===== src/rtl/hib_timer_pkg.sv =====
// Package: shared types for the hibernation delay timer.
// Assumes: restart pulses are one cycle wide and arrive synchronous to clk.
package hib_timer_pkg;

    // Reason the elapsed count is restarted in a given cycle.
    typedef enum logic [1:0] {
        RST_NONE   = 2'd0,
        RST_LEAVE  = 2'd1,
        RST_ENTRY  = 2'd2,
        RST_ACLOSS = 2'd3
    } restart_e;

    // Picks the restart reason; being out of G3 dominates, then entry, then AC loss.
    function automatic restart_e pick_restart(input logic in_g3,
                                              input logic g3_enter,
                                              input logic ac_removed);
        restart_e r;
        if (!in_g3)          r = RST_LEAVE;
        else if (g3_enter)   r = RST_ENTRY;
        else if (ac_removed) r = RST_ACLOSS;
        else                 r = RST_NONE;
        return r;
    endfunction

endpackage


===== src/rtl/hib_delay_reg.sv =====
// Module: holds the programmable hibernation delay in seconds.
// Assumes: a write takes effect on the clock edge of the strobe cycle.
module hib_delay_reg #(
    parameter int unsigned CNT_W         = 32,
    parameter int unsigned DEFAULT_DELAY = 3600
) (
    input  logic             clk,
    input  logic             rst_n,
    input  logic             wr_en,
    input  logic [CNT_W-1:0] wr_data,
    output logic [CNT_W-1:0] delay
);
    localparam logic [CNT_W-1:0] DEF_VAL = CNT_W'(DEFAULT_DELAY);

    // Load default at reset, otherwise take software writes.
    always_ff @(posedge clk) begin
        if (!rst_n)     delay <= DEF_VAL;
        else if (wr_en) delay <= wr_data;
    end


    wr_takes_chk: assert property (@(posedge clk) disable iff (!rst_n)
        wr_en |=> (delay == $past(wr_data)));


    reset_val_chk: assert property (@(posedge clk)
        !rst_n |=> (delay == DEF_VAL));
endmodule


===== src/rtl/hib_elapsed_ctr.sv =====
// Module: saturating seconds counter that measures time spent in G3.
// Assumes: clr has priority over tick; the count never wraps.
module hib_elapsed_ctr #(
    parameter int unsigned CNT_W = 32
) (
    input  logic             clk,
    input  logic             rst_n,
    input  logic             clr,
    input  logic             tick,
    output logic [CNT_W-1:0] count
);
    localparam logic [CNT_W-1:0] MAX_VAL = {CNT_W{1'b1}};

    logic at_max;
    assign at_max = (count == MAX_VAL);

    // Clear on restart, otherwise advance once per tick until saturated.
    always_ff @(posedge clk) begin
        if (!rst_n)                count <= '0;
        else if (clr)              count <= '0;
        else if (tick && !at_max)  count <= count + 1'b1;
    end


    clr_zero_chk: assert property (@(posedge clk) disable iff (!rst_n)
        clr |=> (count == '0));


    no_wrap_chk: assert property (@(posedge clk) disable iff (!rst_n)
        (!clr && at_max) |=> (count == MAX_VAL));


    step_chk: assert property (@(posedge clk) disable iff (!rst_n)
        (!clr && tick && !at_max) |=> (count == $past(count) + 1'b1));
endmodule


===== src/rtl/hib_fire_ctl.sv =====
// Module: compares elapsed time with the delay, issues the one-shot request
// and computes the remaining seconds.
// Assumes: restart reason is decoded upstream; request is registered.
module hib_fire_ctl
    import hib_timer_pkg::*;
#(
    parameter int unsigned CNT_W = 32
) (
    input  logic             clk,
    input  logic             rst_n,
    input  restart_e         restart,
    input  logic             ext_pwr,
    input  logic [CNT_W-1:0] elapsed,
    input  logic [CNT_W-1:0] delay,
    output logic             hib_req,
    output logic [CNT_W-1:0] remain_sec
);
    logic fired;
    logic fire;
    logic rearm;

    // Fire only on battery, inside G3, without restart, once the delay is exceeded.
    assign fire  = (restart == RST_NONE) && !ext_pwr && !fired && (elapsed > delay);
    // A new G3 visit (leave or fresh entry) re-arms; AC loss does not.
    assign rearm = (restart == RST_LEAVE) || (restart == RST_ENTRY);

    // Track whether this G3 visit has already produced its request.
    always_ff @(posedge clk) begin
        if (!rst_n)     fired <= 1'b0;
        else if (rearm) fired <= 1'b0;
        else if (fire)  fired <= 1'b1;
    end

    // Register the request so it is a clean one-cycle pulse.
    always_ff @(posedge clk) begin
        if (!rst_n) hib_req <= 1'b0;
        else        hib_req <= fire;
    end

    // Remaining seconds, clamped at zero.
    always_comb begin
        if (elapsed >= delay) remain_sec = '0;
        else                  remain_sec = delay - elapsed;
    end


    one_cycle_chk: assert property (@(posedge clk) disable iff (!rst_n)
        hib_req |=> !hib_req);


    ext_block_chk: assert property (@(posedge clk) disable iff (!rst_n)
        ext_pwr |=> !hib_req);


    out_g3_chk: assert property (@(posedge clk) disable iff (!rst_n)
        (restart == RST_LEAVE) |=> !hib_req);


    once_chk: assert property (@(posedge clk) disable iff (!rst_n)
        (hib_req && restart == RST_NONE) |=> !hib_req);


    remain_bound_chk: assert property (@(posedge clk) disable iff (!rst_n)
        (remain_sec <= delay));
endmodule


===== src/rtl/hib_delay_timer.sv =====
// Module: top of the G3 hibernation delay timer.
// Assumes: all inputs are synchronous to clk; pulses are one cycle wide.
module hib_delay_timer
    import hib_timer_pkg::*;
#(
    parameter int unsigned CNT_W         = 32,
    parameter int unsigned DEFAULT_DELAY = 3600
) (
    input  logic             clk,
    input  logic             rst_n,
    input  logic             sec_tick,
    input  logic             g3_enter,
    input  logic             ext_pwr,
    input  logic             ac_removed,
    input  logic             in_g3,
    input  logic             cfg_wr_en,
    input  logic [CNT_W-1:0] cfg_wr_data,
    output logic             hib_req,
    output logic [CNT_W-1:0] remain_sec
);
    restart_e         restart;
    logic             ctr_clr;
    logic [CNT_W-1:0] delay;
    logic [CNT_W-1:0] elapsed;

    // Decode the restart reason for this cycle.
    always_comb begin
        restart = pick_restart(in_g3, g3_enter, ac_removed);
        ctr_clr = (restart != RST_NONE);
    end

    hib_delay_reg #(
        .CNT_W         (CNT_W),
        .DEFAULT_DELAY (DEFAULT_DELAY)
    ) u_delay (
        .clk     (clk),
        .rst_n   (rst_n),
        .wr_en   (cfg_wr_en),
        .wr_data (cfg_wr_data),
        .delay   (delay)
    );

    hib_elapsed_ctr #(
        .CNT_W (CNT_W)
    ) u_ctr (
        .clk   (clk),
        .rst_n (rst_n),
        .clr   (ctr_clr),
        .tick  (sec_tick),
        .count (elapsed)
    );

    hib_fire_ctl #(
        .CNT_W (CNT_W)
    ) u_fire (
        .clk        (clk),
        .rst_n      (rst_n),
        .restart    (restart),
        .ext_pwr    (ext_pwr),
        .elapsed    (elapsed),
        .delay      (delay),
        .hib_req    (hib_req),
        .remain_sec (remain_sec)
    );


    entry_restart_chk: assert property (@(posedge clk) disable iff (!rst_n)
        (in_g3 && g3_enter) |=> (remain_sec == delay || $past(cfg_wr_en)));
endmodule


===== config.mk =====
export PLATFORM = sky130hd
export DESIGN_NAME = hib_delay_timer
export DESIGN_NICKNAME = d
export VERILOG_FILES = /design/src/rtl/hib_timer_pkg.sv /design/src/rtl/hib_delay_reg.sv /design/src/rtl/hib_elapsed_ctr.sv /design/src/rtl/hib_fire_ctl.sv /design/src/rtl/hib_delay_timer.sv
export SDC_FILE = /design/constraint.sdc
export NUM_CORES = 1
export LEC_CHECK = 0
export ABC_AREA = 1
export BUFFER_PORTS_ARGS = -buffer_cell sky130_fd_sc_hd__buf_4
export CAP_MARGIN = 0
export CORE_UTILIZATION = 29
export DETAILED_ROUTE_END_ITERATION = 7
export HOLD_SLACK_MARGIN = 0.12
export PLACE_DENSITY = 0.48
export SLEW_MARGIN = 5
export SYNTH_ARGS = -nofsm -noshare
export SYNTH_HDL_FRONTEND = slang
export SYNTH_SLANG_ARGS = --single-unit

===== constraint.sdc =====
create_clock -name clk -period 3.5 [get_ports clk]
set_input_delay 0.35 -clock clk [delete_from_list [all_inputs] [get_ports clk]]
set_output_delay 0.35 -clock clk [all_outputs]
set_load 0.01 [all_outputs]

==> flow_summary.yaml, run 1 <==
placed_design:
  place_ws_ns: 0.605
  dp.final_hpwl_mm: 15.7
  place.gp.congestion: 0.848
  portBuffers: 72
timing:
  fmax_mhz: 310
  final-hold-violation-count: 0
  finalHoldWorstSlack_ns: 0.208
  clock_skew_ns: 0.00658
  tightestPinTransition_ns: 0.538
  setup_viol: 0
  rsz0062_at_grt: "false"
  tns_ns: 0
  slew_violations: 0
  slew_headroom: 0.641
  finalCriticalPeriod_ns: 3.22
  timing.final.ws_setup_ns: 0.278
  finalCritPeriodShare: 0.920
floorplanning:
  die_w_um: 146
  placeableCoreArea_um2: 20200
  rows: 52
  num_io_pins: 73
  die_y_um: 146
  initial_core_util: 0.296
  die_area_um2: 21200
detailed_routing:
  route.detailed.drc: 0
  wl_per_cell_um: 13.6
  detail-route-antenna-nets: 0
  drt_iter0_drc: 315
  avgViaCountPerCell: 4.42
  wl_mm: 19.0
  vias: 6144
  drtPass1Iterations: 5
clock_network:
  cts-resized-gates: 0
  clkSinkCount: 66
  root_buffer: "clkbuf_16"
  clk_pin_slew_ns: 0.06
  clock_latency_ns: 0.35
  cts.path.max_buffers: 2
  cts_tree: "done"
  post_cts_buffers: 0
  cts_buffers: 9
  h-tree-depth: 3
  postCtsHoldBufs: 0
critical_path:
  arrival_ns: 2.87
  critPathMaxFanout: 32
  critPathRequiredTime_ns: 3.15
  start_kind: "flip-flop"
  endpoint_kind: "output pin"
  critical_path_class: "flip-flop to output pin"
layout:
  utilization: 0.347
  antenna_cells: 0
  drive_above_1_share: 0.138
  nets: 1189
  syn2layout_area_growth_pct: 17.3
logic_synthesis:
  ys_seq_elements: 66
  syn-cell-area_um2: 5980
  yosysWarnings: 0
  synth_cells: 1049
  ys_types: 34
  ys.flop_type: "dfxtp_1"
  synth_edf_count: 0
  syn_nets: 1124
  syn-mean-instance-area_um2: 5.70
  ys_async_sr_fraction: 0
  ys_seq_area_frac: 0.221
power_and_ir_drop:
  power_density_nw_per_um2: 356
  clkPwrFrac: 0.343
  leakagePower_nw: 3.38
  power_switching_mw: 0.901
  internal-power_mw: 1.60
  p_seq_frac: 0.320
  switching_share: 0.361
  p_comb_frac: 0.337
  total_power_mw: 2.50
  ir_worst_vdd_mv: 0.218
min_path:
  hp-class: "primary input to flip-flop"
job:
  maxCapViolCount: 0
global_route:
  grt_pass1_vias: 5747
  grt_overflow: 0
  grt.total_usage: 0.184
  grt_max_degree: 43
  grt_pass1_wl_mm: 30.3
  antenna_found_initial: 0
outcome:
  status: "finished clean"
## per-layer routing
layer,share of wire,global-route usage,up-vias
met2,0.44,0.292,84
met4,0.018,0.0642,0
li1,-,-,3348
met5,0,0,-
met3,0.026,0.0157,17
met1,0.52,0.260,2695
## final cells by class
type / instances / area, µm²
tap: 270 / 338
sequential: 66 / 1320
fill: 2281 / 13200
multi-input combinational: 804 / 3930
timing repair buffer: 74 / 556
clock inverter: 7 / 55.1
clock buffer: 9 / 225
inverter: 159 / 597
## worst max-delay path, stage by stage, from the launching register on
cell     delay [ns]
dfxtp_1        0.43
inv_1          0.14
ha_1           0.40
nand2_1        0.13
nor4_1         0.50
nand3_1        0.20
nand2_4        0.45
nor2_1         0.10
buf_4          0.16
## cell families (layout without fill, tap and decap cells)
family,Yosys count,in the layout,synth area share
AND/OR/NAND/NOR,649,649,0.465
buffers and inverters,179,249,0.123
AO/OA/AOI/OAI,97,97,0.0837
flip-flops,66,66,0.221
adder cells (fa/ha/maj),35,35,0.0745
XOR/XNOR,23,23,0.0337
## power by group through the flow
stage / clock network, mW / logic, mW / registers [mW]
CTS: 0.875 / 0.851 / 0.799
global placement: 0 / 0.847 / 0.816
global route: 0.904 / 0.948 / 0.801
floorplan: 0 / 0.578 / 0.805
detailed placement: 0 / 0.850 / 0.816
finish: 0.858 / 0.841 / 0.799
## through the flow
step / instance area, µm² / cells
5_1_grt: 7020 / 1389
3_3_place_gp: 6740 / 1373
6_report: 7020 / 1389
3_5_place_dp: 6740 / 1373
2_1_floorplan: 5980 / 1049
4_1_cts: 7020 / 1389
## cell usage in the layout, fill, tap and decap left out, drive strengths merged
cell type / netlist / final
a21boi: 2 / 2
a21o: 1 / 1
a21oi: 47 / 47
and2: 3 / 3
and3: 1 / 1
buf: 9 / 74
clkbuf: 11 / 9
clkinv: 2 / 6
clkinvlp: 0 / 2
dfxtp: 66 / 66
fa: 1 / 1
ha: 34 / 34
inv: 157 / 158
nand2: 378 / 378
nand3: 39 / 39
nand3b: 10 / 10
nand4: 3 / 3
nor2: 182 / 182
nor3: 30 / 30
nor4: 1 / 1
o21ai: 44 / 44
o21bai: 3 / 3
or2: 2 / 2
xnor2: 16 / 16
xor2: 7 / 7
## sequential cells by signal, indices dropped and copies added (netlist names)
register / flops
u_ctr.count: 32
u_fire.fired: 1
u_delay.delay: 32
u_fire.hib_req: 1
## worst paths after layout
| path | from | end | slack [ns] | cells past startpoint |
|---|---|---|---|---|
| worst min-delay path | cfg_wr_data[4] | u_delay.delay[4] | 0.21 | 3 |
| worst min register to register | u_fire.fired | u_fire.fired | 0.46 | 2 |
| worst max-delay path | u_ctr.count[5] | remain_sec[31] | 0.28 | 8 |
| worst max register to register | u_ctr.count[1] | u_ctr.count[9] | 0.95 | 10 |
## Yosys cell counts (7+ instances only)
cell type	number	share of area
nand2_1	369	0.23
inv_1	150	0.094
nor2_1	145	0.091
dfxtp_1	66	0.22
a21oi_1	47	0.039
o21ai_0	42	0.035
nand3_1	38	0.032
nor2_2	35	0.037
ha_1	34	0.071
nor3_1	22	0.018
xnor2_1	16	0.023
clkbuf_1	11	0.0069
nand3b_1	10	0.013
buf_6	8	0.015
inv_2	7	0.0044
nand2_2	7	0.0073
xor2_1	7	0.010
Power figures use the tool's default switching activity.
==> run 2, diff against run 1 <==
--- a/config.mk
+++ b/config.mk
@@ -11,7 +11,7 @@
 export CORE_UTILIZATION = 29
 export DETAILED_ROUTE_END_ITERATION = 7
 export HOLD_SLACK_MARGIN = 0.12
-export PLACE_DENSITY = 0.48
+export PLACE_DENSITY = 0.49
 export SLEW_MARGIN = 5
 export SYNTH_ARGS = -nofsm -noshare
 export SYNTH_HDL_FRONTEND = slang
==> constraint.sdc (replaced) <==
create_clock -name clk -period 2.6 [get_ports clk]
set_input_delay 0.26 -clock clk [delete_from_list [all_inputs] [get_ports clk]]
set_output_delay 0.26 -clock clk [all_outputs]
set_load 0.01 [all_outputs]
==> flow_summary.yaml, run 2 (synthesized netlist as in run 1, its figures left out) <==
outcome:
  status: "finished clean"
timing:
  setup_viol: 0
  fmax_mhz: 389
  finalHoldWorstSlack_ns: 0.129
  finalCriticalPeriod_ns: 2.57
  rsz0062_at_grt: "true"
  tns_ns: 0
  clock_skew_ns: 0.00795
  slew_headroom: 0.704
  finalCritPeriodShare: 0.990
  tightestPinTransition_ns: 0.441
  timing.final.ws_setup_ns: 0.0268
  final-hold-violation-count: 0
  slew_violations: 0
global_route:
  grt_pass1_wl_mm: 31.8
  grtUsageMet2: 0.318
  met3_usage: 0.0241
  busiest_layer: "met2"
  grt.total_usage: 0.191
  antenna_found_initial: 0
  met1_usage: 0.262
  grt_pass1_vias: 6118
  grt_max_degree: 35
  grt_overflow: 0
critical_path:
  critical_path_class: "flip-flop to output pin"
  path_buf_inv: 4
  endpoint_kind: "output pin"
  start_kind: "flip-flop"
  critPathMaxFanout: 6
  cp_common_cell: "nand2_1"
  crit_path_top_delay_cell: "ha_2"
  path_cells: "inv_4 -> ha_2 -> nand2_4 -> inv_1 -> nand2_1 -> nand2_1 -> nand2_1 -> nand2_1 -> a21oi_4 -> nand2_4 -> nand2_8 -> buf_6 -> a21oi_2 -> buf_4"
  arrival_ns: 2.31
  cp_top_family: "simple AND/OR/NAND/NOR gates"
  critPathRequiredTime_ns: 2.34
  slowest_delay_ns: 0.41
floorplanning:
  die_y_um: 146
  rows: 52
  die_w_um: 146
  die_area_um2: 21200
  num_io_pins: 73
  placeableCoreArea_um2: 20200
  initial_core_util: 0.296
detailed_routing:
  avgViaCountPerCell: 4.47
  wl_mm: 19.7
  detail-route-antenna-nets: 0
  wl_per_cell_um: 13.8
  drtPass1Iterations: 7
  drt_iter0_drc: 302
  vias: 6396
  route.detailed.drc: 0
layout:
  utilization: 0.401
  final_cells: 1430
  nets: 1230
  fillers: 2174
  register_area_um2: 1360
  mostFrequentLayoutCells: "nand2_1 (349), nor2_1 (135), inv_1 (130)"
  drive_above_1_share: 0.272
  mostFrequentLayoutCell: "nand2_1"
  syn2layout_area_growth_pct: 35.8
  finish.instance_area_um2: 8120
  antenna_cells: 0
  multi_input_area_um2: 4560
  top_regs: "u_ctr.count (32), u_delay.delay (32)"
clock_network:
  postCtsHoldBufs: 0
  cts.path.max_buffers: 2
  clkSinkCount: 66
  h-tree-depth: 3
  clk_pin_slew_ns: 0.06
  cts_tree: "done"
  root_buffer: "clkbuf_16"
  clock_latency_ns: 0.34
  cts_buffers: 9
power_and_ir_drop:
  power_density_nw_per_um2: 454
  leakagePower_nw: 3.71
  total_power_mw: 3.69
  ir_worst_vdd_mv: 0.256
placed_design:
  post_dp_cell_area_um2: 6920
  portBuffers: 72
  dp.final_hpwl_mm: 15.8
  place_inst: 1396
  place.gp.congestion: 0.874
  place_ws_ns: 0.0463
job:
  maxCapViolCount: 0
min_path:
  hp-class: "primary input to flip-flop"
## run 2: cell types whose count changed in the layout (fill, tap and decap cells not counted), sizes merged
cell | previous run | this run
buf | 74 | 114
clkbuf | 9 | 11
inv | 158 | 157
## run 2: routing by layer
layer | routed length [µm] | share of wire | up-vias
li1 | - | - | 3445
met4 | 263 | 0.013 | 0
met2 | 9160 | 0.46 | 98
met1 | 9820 | 0.50 | 2835
met5 | 0 | 0 | -
met3 | 470 | 0.024 | 18
## run 2: worst paths after layout
path / startpoint / endpoint / slack, ns / depth (start not counted)
setup / recovery: u_ctr.count[18] / remain_sec[30] / 0.03 / 14
hold / removal: cfg_wr_data[9] / u_delay.delay[9] / 0.13 / 3
setup reg to reg: u_ctr.count[0] / u_ctr.count[6] / 0.56 / 12
hold reg to reg: u_fire.fired / u_fire.fired / 0.46 / 2
## run 2: layout make-up
| cell class | instances | area share |
|---|---|---|
| clock buffers | 10 | 0.0294 |
| inverters | 159 | 0.0741 |
| multi-input cells | 804 | 0.562 |
| well taps | 270 | 0.0416 |
| flip-flops and latches | 66 | 0.167 |
| clock inverters | 6 | 0.00524 |
| repair buffers | 115 | 0.120 |
## run 2: worst register-to-register path, stage by stage, from the launching register on
cell	delay [ns]
dfxtp_4	0.37
buf_4	0.13
ha_1	0.17
nand2_1	0.08
nor2_1	0.20
nand2_1	0.10
nor2_1	0.15
nand2_2	0.08
nand2_4	0.13
buf_4	0.28
o21ai_0	0.13
nand2_1	0.07
nor2_1	0.05
## run 2: repair_timing
item	4_1_cts	5_1_grt
cloned	1	1
buffers inserted	11	5
setup endpoints to repair	32	32
pin swaps	13	31
gates resized for setup	84	96
## run 2: power breakdown
group          total (mW)  internal, mW  switching (mW)
Clock                1.15         0.670           0.483
Sequential           1.09          1.05          0.0411
Combinational        1.45         0.657           0.788
Total                3.69          2.37            1.31
==> run 3, diff against run 2 <==
--- a/config.mk
+++ b/config.mk
@@ -9,10 +9,12 @@
 export BUFFER_PORTS_ARGS = -buffer_cell sky130_fd_sc_hd__buf_4
 export CAP_MARGIN = 0
 export CORE_UTILIZATION = 29
+export CTS_BUF_LIST = sky130_fd_sc_hd__clkbuf_8
 export DETAILED_ROUTE_END_ITERATION = 7
 export HOLD_SLACK_MARGIN = 0.12
-export PLACE_DENSITY = 0.49
+export PLACE_DENSITY = 0.48
 export SLEW_MARGIN = 5
 export SYNTH_ARGS = -nofsm -noshare
 export SYNTH_HDL_FRONTEND = slang
 export SYNTH_SLANG_ARGS = --single-unit
+export TNS_END_PERCENT = 1
==> constraint.sdc (replaced) <==
create_clock -name clk -period 3.2 [get_ports clk]
set_input_delay 0.32 -clock clk [delete_from_list [all_inputs] [get_ports clk]]
set_output_delay 0.32 -clock clk [all_outputs]
set_load 0.01 [all_outputs]
==> flow_summary.yaml, run 3 (synthesized netlist as in run 1, its figures left out) <==
power_and_ir_drop:
  leakagePower_nw: 3.36
  power_switching_mw: 0.961
  clkPwrFrac: 0.263
  p_comb_frac: 0.385
  total_power_mw: 2.48
  ir_worst_vdd_mv: 0.144
  switching_share: 0.387
  internal-power_mw: 1.52
  p_seq_frac: 0.352
  power_density_nw_per_um2: 353
layout:
  mostFrequentLayoutCells: "nand2_1 (369), inv_1 (150), nor2_1 (144)"
  final_cells: 1394
  syn2layout_area_growth_pct: 17.5
  drive_above_1_share: 0.150
  antenna_cells: 0
  top_regs: "u_ctr.count (32), u_delay.delay (32)"
  nets: 1194
  mostFrequentLayoutCell: "nand2_1"
timing:
  finalCriticalPeriod_ns: 2.98
  tightestPinTransition_ns: 0.443
  final-hold-violation-count: 0
  fmax_mhz: 336
  slew_violations: 0
  setup_viol: 0
  clock_skew_ns: 0.0145
  slew_headroom: 0.703
  finalCritPeriodShare: 0.930
detailed_routing:
  wl_mm: 19.4
  route.detailed.drc: 0
  drtPass1Iterations: 5
  avgViaCountPerCell: 4.48
  wl_per_cell_um: 13.9
  detail-route-antenna-nets: 0
  drt_iter0_drc: 353
  vias: 6245
clock_network:
  cts_tree: "done"
  clock_latency_ns: 0.37
  root_buffer: "clkbuf_8"
  cts_buffers: 9
  h-tree-depth: 3
  postCtsHoldBufs: 0
  clkSinkCount: 66
  cts.path.max_buffers: 2
  clk_pin_slew_ns: 0.09
global_route:
  grt_pass1_wl_mm: 30.9
  grt.total_usage: 0.187
  grt_pass1_vias: 5905
  grt_max_degree: 35
  antenna_found_initial: 0
  grt_overflow: 0
floorplanning:
  die_area_um2: 21200
  die_y_um: 146
  rows: 52
  num_io_pins: 73
  die_w_um: 146
  initial_core_util: 0.296
  placeableCoreArea_um2: 20200
critical_path:
  critical_path_class: "flip-flop to output pin"
  critPathMaxFanout: 16
  critPathRequiredTime_ns: 2.88
  worst-r2r-setup-slack_ns: 0.84
  arrival_ns: 2.66
  start_kind: "flip-flop"
  endpoint_kind: "output pin"
placed_design:
  place.gp.congestion: 0.841
  portBuffers: 72
  dp.final_hpwl_mm: 15.7
  place_inst: 1375
job:
  maxCapViolCount: 0
min_path:
  hp-class: "primary input to flip-flop"
outcome:
  status: "finished clean"
==> run 3: final cells by class <==
cell class | count | area [µm²]
Clock buffer | 9 | 124
Clock inverter | 7 | 53.8
Timing Repair Buffer | 77 | 591
Inverter | 159 | 597
Tap cell | 270 | 338
Fill cell | 2308 | 13200
Multi-Input combinational cell | 806 | 4000
Sequential cell | 66 | 1320
==> run 3: power by group through the flow <==
| stage | Clock [mW] | Combinational, mW | Sequential (mW) |
|---|---|---|---|
| floorplan | 0 | 0.633 | 0.881 |
| global placement | 0 | 0.929 | 0.893 |
| finish | 0.653 | 0.955 | 0.873 |
| CTS | 0.679 | 0.937 | 0.873 |
| global route | 0.714 | 1.08 | 0.876 |
| detailed placement | 0 | 0.931 | 0.892 |
==> run 3: path summary, 6_finish.rpt <==
kind                                    endpoint  depth (start not counted)       startpoint
worst min register to register      u_fire.fired                          2     u_fire.fired
worst max-delay path              remain_sec[31]                         11  u_ctr.count[22]
worst max register to register   u_ctr.count[19]                         11   u_ctr.count[1]
worst min-delay path            u_delay.delay[4]                          3   cfg_wr_data[4]
==> run 3: repair_timing <==
action                     in CTS  in global routing
pin swaps                       0                  2
gates resized for setup         1                 13
setup endpoints to repair       4                 32
gates cloned                    0                  2
setup buffers                   0                  1
==> run 3: layer usage <==
| metal | vias to the layer above | track usage | share of wire |
|---|---|---|---|
| li1 | 3375 | - | - |
| met5 | - | 0 | 0 |
| met4 | 0 | 0.0484 | 0.014 |
| met2 | 90 | 0.308 | 0.45 |
| met3 | 22 | 0.0245 | 0.029 |
| met1 | 2758 | 0.258 | 0.50 |
==> run 3: critical path, stage by stage (launching register included) <==
cell	delay, ns
dfxtp_1	0.41
inv_1	0.15
ha_1	0.42
nand2_2	0.10
nor2_2	0.15
inv_2	0.06
nor3_2	0.12
and2_1	0.17
nand3_2	0.24
nand2_8	0.26
nor2_1	0.07
buf_4	0.14
==> run 3: per-stage QoR <==
step / TNS (ns) / utilization / area (µm²) / hold WS [ns] / setup slack (ns)
2_1_floorplan: 0 / - / 5980 / 0.430 / 1.02
3_3_place_gp: 0 / 0.334 / 6750 / 0.440 / 0.407
3_5_place_dp: 0 / 0.334 / 6750 / 0.446 / 0.390
4_1_cts: 0 / 0.343 / 6940 / 0.127 / 0.0671
5_1_grt: -0.00571 / 0.347 / 7020 / 0.144 / -0.00571
6_report: 0 / 0.347 / 7020 / 0.151 / 0.222
